==> config.mk <==
export PLATFORM = sky130hd
export DESIGN_NAME = link_evt_log
export DESIGN_NICKNAME = d
export VERILOG_FILES = /design/src/rtl/link_evt_pkg.sv /design/src/rtl/evt_counter.sv /design/src/rtl/page_streamer.sv /design/src/rtl/link_evt_log.sv
export SDC_FILE = /design/constraint.sdc
export NUM_CORES = 1
export LEC_CHECK = 0
export CAP_MARGIN = 20
export CORE_MARGIN = 5
export CORE_UTILIZATION = 56
export DETAILED_ROUTE_END_ITERATION = 7
export GPL_TIMING_DRIVEN = 1
export PLACE_DENSITY = 0.72
export REMOVE_ABC_BUFFERS = 1
export SKIP_LAST_GASP = 1
export SLEW_MARGIN = 20
export SYNTH_ARGS = -nofsm -noshare
export SYNTH_HDL_FRONTEND = slang
export SYNTH_SLANG_ARGS = --single-unit
==> constraint.sdc <==
create_clock -name clk -period 4.55 [get_ports clk]
set_clock_uncertainty 0.1 [all_clocks]
set_input_delay 0.91 -clock clk [delete_from_list [all_inputs] [get_ports clk]]
set_output_delay 0.91 -clock clk [all_outputs]
set_load 0.01 [all_outputs]
==> src/rtl/link_evt_pkg.sv <==
package link_evt_pkg;
    localparam int NCTR       = 4;
    localparam int WORD_W     = 16;
    localparam int PAGE_WORDS = 256;

    // identifier: [15] vendor flag, [14:12] value word count, [11:0] event code
    localparam logic [15:0] CTR_ID [NCTR] = '{16'h1001, 16'h1002, 16'h2003, 16'h2004};

    function automatic int id_words(input logic [15:0] id);
        return int'(id[14:12]);
    endfunction

    // bit offset of counter i inside the flat value vector
    function automatic int bit_off(input int i);
        int s = 0;
        for (int j = 0; j < i; j++) s += WORD_W * id_words(CTR_ID[j]);
        return s;
    endfunction

    // page position of the identifier word of counter i
    function automatic int word_base(input int i);
        int s = 0;
        for (int j = 0; j < i; j++) s += 1 + id_words(CTR_ID[j]);
        return s;
    endfunction

    localparam int TOT_BITS   = bit_off(NCTR);
    localparam int LIST_WORDS = word_base(NCTR);
endpackage

==> src/rtl/evt_counter.sv <==
module evt_counter #(
    parameter int W = 16
) (
    input  logic         clk,
    input  logic         rst_n,
    input  logic         ev,
    input  logic         clr,
    output logic [W-1:0] value
);
    typedef struct packed {
        logic [W-1:0] cnt;
    } cnt_st_t;

    cnt_st_t st_d, st_q;
    logic [W-1:0] base;

    always_comb begin
        st_d = st_q;
        base = clr ? '0 : st_q.cnt;
        st_d.cnt = base;
        if (ev && (base != {W{1'b1}})) st_d.cnt = base + 1'b1;
    end

    always_ff @(posedge clk or negedge rst_n) begin
        if (!rst_n) st_q <= '0;
        else        st_q <= st_d;
    end

    assign value = st_q.cnt;


    sat_hold_chk: assert property (@(posedge clk) disable iff (!rst_n)
        (st_q.cnt == {W{1'b1}}) && !clr |=> st_q.cnt == {W{1'b1}});

    step_one_chk: assert property (@(posedge clk) disable iff (!rst_n)
        ev && !clr && (st_q.cnt != {W{1'b1}}) |=> st_q.cnt == $past(st_q.cnt) + 1'b1);

    clr_then_count_chk: assert property (@(posedge clk) disable iff (!rst_n)
        clr |=> st_q.cnt == W'($past(ev)));
endmodule

==> src/rtl/page_streamer.sv <==
module page_streamer
    import link_evt_pkg::*;
#(
    parameter int NW = PAGE_WORDS,
    parameter int TB = TOT_BITS
) (
    input  logic              clk,
    input  logic              rst_n,
    input  logic              req,
    input  logic [TB-1:0]     snap_in,
    output logic              accept,
    output logic              vld,
    output logic [WORD_W-1:0] word,
    output logic              done
);
    localparam int IDX_W = $clog2(NW);
    localparam int LW_W  = $clog2(LIST_WORDS + 1);
    localparam logic [IDX_W-1:0] LAST = IDX_W'(NW - 1);

    typedef struct packed {
        logic             busy;
        logic [IDX_W-1:0] idx;
        logic [TB-1:0]    snap;
        logic             done;
    } str_st_t;

    str_st_t st_d, st_q;
    logic [WORD_W-1:0] pick [LIST_WORDS];

    for (genvar i = 0; i < NCTR; i++) begin : g_ent
        localparam int NWI = id_words(CTR_ID[i]);
        localparam int WB  = word_base(i);
        localparam int BO  = bit_off(i);
        assign pick[WB] = CTR_ID[i];
        for (genvar w = 0; w < NWI; w++) begin : g_val
            assign pick[WB + 1 + w] = st_q.snap[BO + WORD_W*w +: WORD_W];
        end
    end

    assign accept = req && !st_q.busy;

    always_comb begin
        st_d = st_q;
        st_d.done = 1'b0;
        if (!st_q.busy) begin
            if (req) begin
                st_d.busy = 1'b1;
                st_d.idx  = '0;
                st_d.snap = snap_in;
            end
        end else if (st_q.idx == LAST) begin
            st_d.busy = 1'b0;
            st_d.done = 1'b1;
        end else begin
            st_d.idx = st_q.idx + 1'b1;
        end
    end

    always_ff @(posedge clk or negedge rst_n) begin
        if (!rst_n) st_q <= '0;
        else        st_q <= st_d;
    end

    always_comb begin
        word = '0;
        if (st_q.busy && (int'(st_q.idx) < LIST_WORDS))
            word = pick[st_q.idx[LW_W-1:0]];
    end

    assign vld  = st_q.busy;
    assign done = st_q.done;


    start_next_chk: assert property (@(posedge clk) disable iff (!rst_n)
        req && !st_q.busy |=> st_q.busy && (st_q.idx == '0));

    idx_step_chk: assert property (@(posedge clk) disable iff (!rst_n)
        st_q.busy && (st_q.idx != LAST) |=> st_q.busy && (st_q.idx == $past(st_q.idx) + 1'b1));

    done_after_last_chk: assert property (@(posedge clk) disable iff (!rst_n)
        st_q.done |-> !st_q.busy && $past(st_q.busy) && ($past(st_q.idx) == LAST));

    snap_hold_chk: assert property (@(posedge clk) disable iff (!rst_n)
        st_q.busy && (st_q.idx != LAST) |=> $stable(st_q.snap));
endmodule

==> src/rtl/link_evt_log.sv <==
module link_evt_log
    import link_evt_pkg::*;
(
    input  logic        clk,
    input  logic        rst_n,
    input  logic        ev_crc,
    input  logic        ev_frame_err,
    input  logic        ev_link_drop,
    input  logic        ev_sig_sent,
    input  logic        selftest_clr,
    input  logic        rd_req,
    input  logic        rd_clr,
    output logic        page_vld,
    output logic [15:0] page_word,
    output logic        page_done
);
    logic [NCTR-1:0]     ev_vec;
    logic [TOT_BITS-1:0] live_vec;
    logic                accept;
    logic                clr_all;

    assign ev_vec  = {ev_sig_sent, ev_link_drop, ev_frame_err, ev_crc};
    assign clr_all = selftest_clr || (accept && rd_clr);

    for (genvar i = 0; i < NCTR; i++) begin : g_ctr
        localparam int CW = WORD_W * id_words(CTR_ID[i]);
        evt_counter #(.W(CW)) u_ctr (
            .clk   (clk),
            .rst_n (rst_n),
            .ev    (ev_vec[i]),
            .clr   (clr_all),
            .value (live_vec[bit_off(i) +: CW])
        );
    end

    page_streamer #(.NW(PAGE_WORDS), .TB(TOT_BITS)) u_str (
        .clk     (clk),
        .rst_n   (rst_n),
        .req     (rd_req),
        .snap_in (live_vec),
        .accept  (accept),
        .vld     (page_vld),
        .word    (page_word),
        .done    (page_done)
    );


    done_not_vld_chk: assert property (@(posedge clk) disable iff (!rst_n)
        page_done |-> !page_vld);

    rdclr_zero_chk: assert property (@(posedge clk) disable iff (!rst_n)
        rd_req && !page_vld && rd_clr && (ev_vec == '0) |=> live_vec == '0);
endmodule

# Word level (Yosys, flattened, before mapping)
# Index checks and enable logic that the tools add are counted.
[word_totals] register_bits=202 latch_bits=0 mem_bits_rw=0 rom_bits=0 output_inout_bits=18 mem_count=0
[classes] add_sub_neg=5 multipliers=0 n_div=0 order_cmp=2 eq_ne=6 shifts=0 n_mux=18 n_bitwise=2 reduce_logical=12
[ops] cell="32-bit two-way mux" n=4
[ops] cell="16-bit two-way mux" n=7
[ops] cell="105-bit two-way mux" n=1
[ops] cell="32-bit by 1-bit adder with 32-bit output, second input constant" n=2
[ops] cell="16-bit binary-select mux with 4-bit select" n=1
[ops] cell="32-bit != test, second input constant" n=2
[ops] cell="16-bit by 1-bit adder with 16-bit output, second input constant" n=2
[ops] cell="16-bit != test, second input constant" n=2
[ops] cell="9-bit two-way mux" n=1
[ops] cell="8-bit by 1-bit adder with 8-bit output, second input constant" n=1
[ops] cell="8-bit == test, second input constant" n=1
[ops] cell="8-bit by 4-bit < comparator with 1-bit output, second input constant" n=1
[ops] cell="8-bit two-way mux" n=1
[ops] cell="1-bit logical AND" n=7
[ops] cell="5-bit >= comparator, second input constant" n=1
[ops] cell="4-bit inverter with 5-bit output" n=1
[ops] cell="2-bit AND reduction" n=2
[ops] cell="1-bit two-way mux" n=3
[ops] cell="2-bit != test, second input constant" n=1
[ops] cell="2-bit nonzero test" n=1
[ops] cell="1-bit logical NOT" n=1
[ops] cell="1-bit logical OR" n=1
[ops] cell="1-bit inverter" n=1

# Longest topological paths before layout
# Gate-level depths: netlist of the first run.
[depth] ltp_word=8 depth_mapped=10

# Cells and area by module
# A second synthesis of the first run with hierarchy kept.
[unflattened] cells_unflattened=1007 hier_area_um2=10807.9
[modules_own_cells] module="page_streamer" n_inst=1 cells_per_inst=420 area_each_um2=5117.4 seq_area_each_um2=2652.5
[modules_own_cells] module="evt_counter at g_ctr[2].u_ctr ..." n_inst=2 cells_per_inst=208 area_each_um2=1918.1 seq_area_each_um2=800.8
[modules_own_cells] module="evt_counter at g_ctr[0].u_ctr ..." n_inst=2 cells_per_inst=85 area_each_um2=923.4 seq_area_each_um2=400.4
[modules_own_cells] module="link_evt_log" n_inst=1 cells_per_inst=1 area_each_um2=7.5 seq_area_each_um2=0.0

# Worst setup path after synthesis of the first run
# Ideal clock, no wire load.
[synth_timing] path_type="in2reg" from="input selftest_clr" to="register g_ctr[1].u_ctr.st_q, in the netlist g_ctr[1].u_ctr.value[1]" setup_time_ps=125 arrival_time_ps=3190 t_required_ps=4325 slack_ps=1135 cell_stages=8 path_buffers=1 path_cell_list="clkbuf_1 inv_1 and3_1 ha_1 nand4_1 or4_4 o41ai_4 mux2_2"
[synth_lines] element="start, declared" line_no="link_evt_log.sv:10" source="input logic selftest_clr,"
[synth_lines] element="end signal, assigned" line_no="evt_counter.sv:26" source="else st_q <= st_d;"
[synth_lines] element="end, declared" line_no="evt_counter.sv:14" source="cnt_st_t st_d, st_q;"

# Worst setup path after layout of the first run
[layout_timing] from="register u_str.st_q[97] in the netlist's numbering" to="output page_word[12]"
[layout_via] elab_chain_cells=5 elab_cells_between_ends=7 cone_classes="order compare: 1; mux: 4; bitwise: 1; reduce/logical: 1"
[layout_lines] element="start, declared" line_no="page_streamer.sv:27" source="str_st_t st_d, st_q;"
[layout_lines] element="start signal, assigned" line_no="page_streamer.sv:61" source="else st_q <= st_d;"
[layout_lines] element="4-bit inverter with 5-bit output (implied by the code)" line_no="page_streamer.sv:67" source="word = pick[st_q.idx[LW_W-1:0]];"
[layout_lines] element="16-bit binary-select mux with 4-bit select" line_no="page_streamer.sv:67"
[layout_lines] element="16-bit two-way mux (implied by the code) (2 in series)" line_no="page_streamer.sv:67"
[layout_lines] element="16-bit two-way mux *" line_no="page_streamer.sv:66" source="if (st_q.busy && (int'(st_q.idx) < LIST_WORDS))"
[layout_lines] element="end, declared" line_no="link_evt_log.sv:14" source="output logic [15:0] page_word,"
# Mark *: on every way between the ends. The rest lies on a longest branch, timed or not. The select of a mux whose other input is x is not followed.

==> results.md, run 1 <==
- Clock-pin slew on the worst setup and hold paths: 0.06 ns
- Max H-tree Level: 1
- Reg-to-Reg End: g_ctr[1].u_ctr.value[6]
- CTS Buf Count: 23
- Post-synth ARST share: 100.0%
- Outcome: complete, no violations
- Worst hold path class: input pin to asynchronous set/reset pin
- Final HPWL DP: 18700 um
- Vias/cell: 6.196
- Startpoint Class: register
- Final-report setup violation count: 0
- Largest net degree at the start of global routing: 92
- RSZ-0062 raised after global routing: no
- Congestion Overflow GR: 0
- Worst reg2reg setup slack: 1.14 ns
- DR vias: 8910
- Die Width: 145.7 um
- PwrDens: 417.6 nW/um^2
- Residual DRC: 0
- Lkg Pwr: 5.234 nW
- Final min period: 4.174 ns
- Critical Path End Type: output pin
- Number of DRC markers in iteration 0: 761
- Fin nets: 1205
- Setup crit start: u_str.st_q[97]
- First-pass GRT wire length: 44730 um
- Drt total wl: 27510 um
- TritonRoute pass-1 iters: 5
- Layout area overhead: 12.16%
- Initial Utilization: 57.18%
- FP Rows: 49
- Routed WL per cell: 19.13 um
- Setup TNS: 0 ns
- Root Driver: clkbuf_16
- Top_reg_cell synth: dfrtp_1
- Clock network fraction of total power: 36.8%
- Finished Cell Area: 11560 um^2
- I/O pins: 27
- Number of max-cap violations: 0
- FF-to-FF path depth: 9
- Initial antenna violation count: 0
- Slew headroom: 32.18%
- Max VDD drop: 0.3871 mV
- Share of layout cells above drive strength 1: 7.361%
- Die area: 21220 um^2
- Post-Syn Instances: 1180
- CTS tree: built
- ANT cells: 0
- Slack of the critical path: 0.3755 ns
- Part of the power in registers: 43.1%
- Count of warnings emitted by yosys: 0
- Post-synth EDFFs: 0
- Hold WS: 0.3182 ns
- Antenna-violating nets left: 0
- CTS Sinks: 202
- Dpl ws: 0.3233 ns
- Core ar.: 18020 um^2
- Buffer levels on the longest clock path: 3
- Slew @ Worst Pin: 1.017 ns
- Register bit total from synthesis: 202
- Cts repair resizes: 0
- All-Layer GR Usage: 25.46%
- Psw: 1.513 mW
- Launching point of the worst reg2reg path: u_str.vld
- Placement Cell Area: 10830 um^2
- Crit Path Max Fanout: 16
- Synthesized area per cell: 8.734 um^2
- Die height: 145.7 um
- Vias in the first global route: 8355
- Max Freq: 239.6 MHz
- CTS Hold Bufs: 0
- Seq/Total Area, Yosys: 49.05%
- P_int: 3.314 mW
- Post-Syn Area: 10310 um^2
- Fin crit share: 91.75%
- Crit Path Class: register to output pin
- Final slew viol count: 0
- Total setup buffers inserted after CTS: 0
- PortBufs: 26
- Req. time, crit path: 3.54 ns
- Clk_lat worst skew: 0.51 ns
- Combinational share of power: 20.1%
- GP Congestion: 0.9583
- Final Hold Fails: 0
- Yosys cell types: 58
- Switching share of power: 31.35%
- WP data arrival: 3.16 ns
[power by group through the flow]
| stage | combinational [mW] | sequential (mW) | clock (mW) |
|---|---|---|---|
| final | 0.970 | 2.08 | 1.78 |
| after global routing | 1.06 | 2.10 | 1.89 |
| after CTS | 0.967 | 2.07 | 1.80 |
| after detailed placement | 0.960 | 2.10 | 0 |
| after floorplan | 0.486 | 2.12 | 0 |
| after global placement | 0.945 | 2.10 | 0 |
[cell families after synthesis]
family / after synthesis / share of synthesized area (%)
mux: 37 / 3.776
flops: 202 / 49.05
simple gates: 635 / 29.46
xor+xnor: 16 / 1.360
fa+ha+maj: 3 / 0.3642
compound gates: 200 / 12.63
buf+inv: 87 / 3.363
[Yosys cell counts, types with 20 or more instances]
cell / n / share of area (%)
dfrtp_1: 202 / 49
inv_1: 22 / 0.80
o21ai_0: 44 / 2.1
nor3_1: 31 / 1.5
nand2_1: 334 / 12
a21oi_1: 48 / 2.3
nand3_1: 48 / 2.3
mux2i_1: 22 / 2.1
or4_1: 22 / 1.6
nor2_1: 38 / 1.4
or3_1: 27 / 1.6
and2_1: 20 / 1.2
and3_1: 27 / 1.6
nand4_1: 34 / 2.1
clkbuf_1: 53 / 1.9
[sequential cells by signal, summed over array words and instances (netlist names)]
| name | count |
|---|---|
| u_str.st_q | 8 |
| u_str.vld | 1 |
| u_str.pick | 96 |
| u_str.done | 1 |
| g_ctr.u_ctr.value | 96 |
[area by class of cell]
class / count / area (um^2)
inverters: 22 / 82.58
flip-flops and latches: 202 / 5055
clock buffers: 37 / 698.2
repair buffers: 53 / 479.2
fillers: 1586 / 6465
multi-input cells: 891 / 4935
well taps: 229 / 286.5
clock inverters: 4 / 23.77
[routing by layer]
metal  wire length, um  GRT usage [%]  part of all wire [%]  vias up
met2             12470          38.75                    45      284
met3              2092          5.419                   7.6       48
met5                 0              0                     0        -
met1             12180          37.09                    44     4359
li1                  -              -                     -     4219
met4               765          7.136                   2.8        0
[how the worst max path moves through the flow]
stage | end | cells after the start
CTS | page_word[12] | 6
global placement | g_ctr[1].u_ctr.value[3] | 10
finish | page_word[12] | 6
floorplan | u_str.pick[49] | 2
detailed placement | g_ctr[1].u_ctr.value[6] | 10
global route | page_word[12] | 6
[placed cells by master (no fill, tap or decap), types with 17 or more instances in the layout]
cell	synthesis	layout
clkbuf_16	0	23
nand2_1	334	333
nor3_1	31	31
clkdlybuf4s50_1	0	25
and3_1	27	27
nor2_1	38	37
o21ai_0	44	44
or3_1	27	27
nand3_1	48	48
buf_4	0	26
a21oi_1	48	48
nand4_1	34	34
mux2i_1	22	22
o31ai_1	18	17
and2_1	20	20
or4_1	22	22
inv_1	22	22
dfrtp_1	202	202
[worst max-delay path: stages, from the launching register on]
cell	delay, ns
dfrtp_1	0.81
buf_4	0.40
a21oi_1	0.19
a221oi_1	0.49
o22ai_1	0.13
and2_1	0.17
clkdlybuf4s50_1	0.47
[stage by stage]
| stage | utilization, % | total power, mW | cells |
|---|---|---|---|
| 6_report | 64.13 | 4.827 | 1438 |
| 5_1_grt | 64.13 | 5.050 | 1438 |
| 4_1_cts | 64.11 | 4.843 | 1438 |
| 3_5_place_dp | 60.10 | 3.064 | 1397 |
| 3_3_place_gp | 60.10 | 3.047 | 1397 |
| 2_1_floorplan | - | 2.607 | 1115 |
(Power assumes the default switching activity.)
==> run 2, diff against run 1 <==
Settings changed: RECOVER_POWER set to 50, TNS_END_PERCENT set to 100.
==> run 2 against run 1 <==
Compared with the run above:
- the run now ends with max-capacitance violations, max-slew violations left
- register-to-register slack got worse by 0.48 ns
- fmax barely moved
- combinational power barely moved
- routed wire length fell by 0.17%
- clock-buffer cell count did not move
- first-iteration DRC count fell by 0.92%
- final cell count did not move
==> results.md, run 2 (synthesized netlist as in run 1, its figures left out) <==
- Outcome: finished with violations
- Failing checks: max-capacitance violations, max-slew violations
- Initial antenna violation count: 0
- Met2 Use GR: 38.75%
- All-Layer GR Usage: 25.46%
- CP Depth: 6
- Crit Path Max Fanout: 16
- Worst path slowest cell: dfrtp_1
- Die height: 145.7 um
- Share of layout cells above drive strength 1: 7.279%
- Fin crit share: 91.70%
- FP Rows: 49
- Power Total: 4.821 mW
- Hold WS: 0.3693 ns
- Vias/cell: 6.184
- Final Hold Fails: 0
- Top delay family on crit path: buffers and inverters
- Non-filler instance count after layout: 1438
- Critical Path End Type: output pin
- PortBufs: 26
- Startpoint Class: register
- Clock-pin slew on the worst setup and hold paths: 0.06 ns
- Die area: 21220 um^2
- Fin nets: 1205
- Worst hold path class: register to register
- CTS tree: built
- Final HPWL DP: 18700 um
- Root Driver: clkbuf_16
- RSZ-0062 raised after global routing: no
- Vias in the first global route: 8355
- M1 GR Usage: 37.09%
- Crit path buf inv count: 2
- ANT cells: 0
- Largest net degree at the start of global routing: 92
- Buffer levels on the longest clock path: 3
- FF-to-FF path depth: 4
- Worst-path cell chain: buf_4 > a21oi_1 > a221oi_1 > o22ai_1 > and2_1 > clkdlybuf4s50_1
- Most frequent cells in the layout: nand2_1, dfrtp_1, nand3_1, a21oi_1, o21ai_0
- Die Width: 145.7 um
- Routed WL per cell: 19.10 um
- Number of max-cap violations: 2
- GP Congestion: 0.9583
- GR Layer Usage met3: 5.419%
- CTS Hold Bufs: 0
- DP Cell Count: 1397
- Initial Utilization: 57.18%
- Total setup buffers inserted after CTS: 0
- Leading cell type in the layout, fill and taps excluded: nand2_1
- Max VDD drop: 0.3852 mV
- Number of DRC markers in iteration 0: 754
- Slew @ Worst Pin: 3.200 ns
- Congestion Overflow GR: 0
- TritonRoute pass-1 iters: 5
- Residual DRC: 0
- I/O pins: 27
- Global-route layer with the greatest usage: met2
- CP peak stage delay: 0.80 ns
- Worst reg2reg setup slack: 0.66 ns
- First-pass GRT wire length: 44730 um
- Finished Cell Area: 11530 um^2
- DR vias: 8892
- WP data arrival: 3.16 ns
- Antenna-violating nets left: 0
- Final slew viol count: 162
- Worst Hold Path Cells: 2
- Fill count: 1593
- Layout area overhead: 11.86%
- Req. time, crit path: 3.54 ns
- Clk_lat worst skew: 0.51 ns
- Setup TNS: 0 ns
- Final min period: 4.172 ns
- CTS Buf Count: 23
- CTS Sinks: 202
- Placement Cell Area: 10830 um^2
- Crit Path Class: register to output pin
- Slew headroom: -113.3%
- Cts repair resizes: 0
- Max Freq: 239.7 MHz
- Max H-tree Level: 1
- Drt total wl: 27470 um
- Core ar.: 18020 um^2
- Final-report setup violation count: 0
- PwrDens: 418.1 nW/um^2
- Lkg Pwr: 5.216 nW
run 2: cell type report:
type	count	area, um^2	share of cell area [%]
inverter	22	82.58	0.7163
clock inverter	4	23.77	0.2062
timing repair buffer	53	455.4	3.950
tap	229	286.5	2.485
clock buffer	37	698.2	6.056
multi-input combinational	891	4927	42.74
sequential	202	5055	43.85
run 2: final timing paths:
| path | startpoint | end |
|---|---|---|
| min in group asynchronous | rst_n | u_str.st_q[104] |
| worst min-delay path | u_str.pick[61] | u_str.pick[61] |
| worst min register to register | u_str.pick[61] | u_str.pick[61] |
| worst max register to register | u_str.vld | u_str.pick[64] |
| worst max-delay path | u_str.st_q[97] | page_word[12] |
| max in group asynchronous | rst_n | u_str.pick[79] |
run 2: stage by stage:
stage / utilization, % / worst slack [ns]
2_1_floorplan: - / 0.3215
3_3_place_gp: 60.10 / 0.4672
3_5_place_dp: 60.10 / 0.3233
4_1_cts: 64.11 / 0.3802
5_1_grt: 63.96 / 0.1556
6_report: 63.96 / 0.3776
run 2: worst min-delay path, cell delays in order, from the launching register on:
cell	delay, ns
dfrtp_1	0.33
nand2_1	0.05
nand2_1	0.05
run 2: power breakdown:
group / switching [mW] / internal [mW]
Combinational: 0.631 / 0.338
Clock: 0.728 / 1.05
Sequential: 0.151 / 1.93
Total: 1.51 / 3.31
run 2: routing by layer:
layer / part of all wire [%] / vias to the layer above
met3: 7.1 / 50
li1: - / 4219
met2: 46 / 279
met4: 2.8 / 0
met1: 45 / 4344
met5: 0 / -
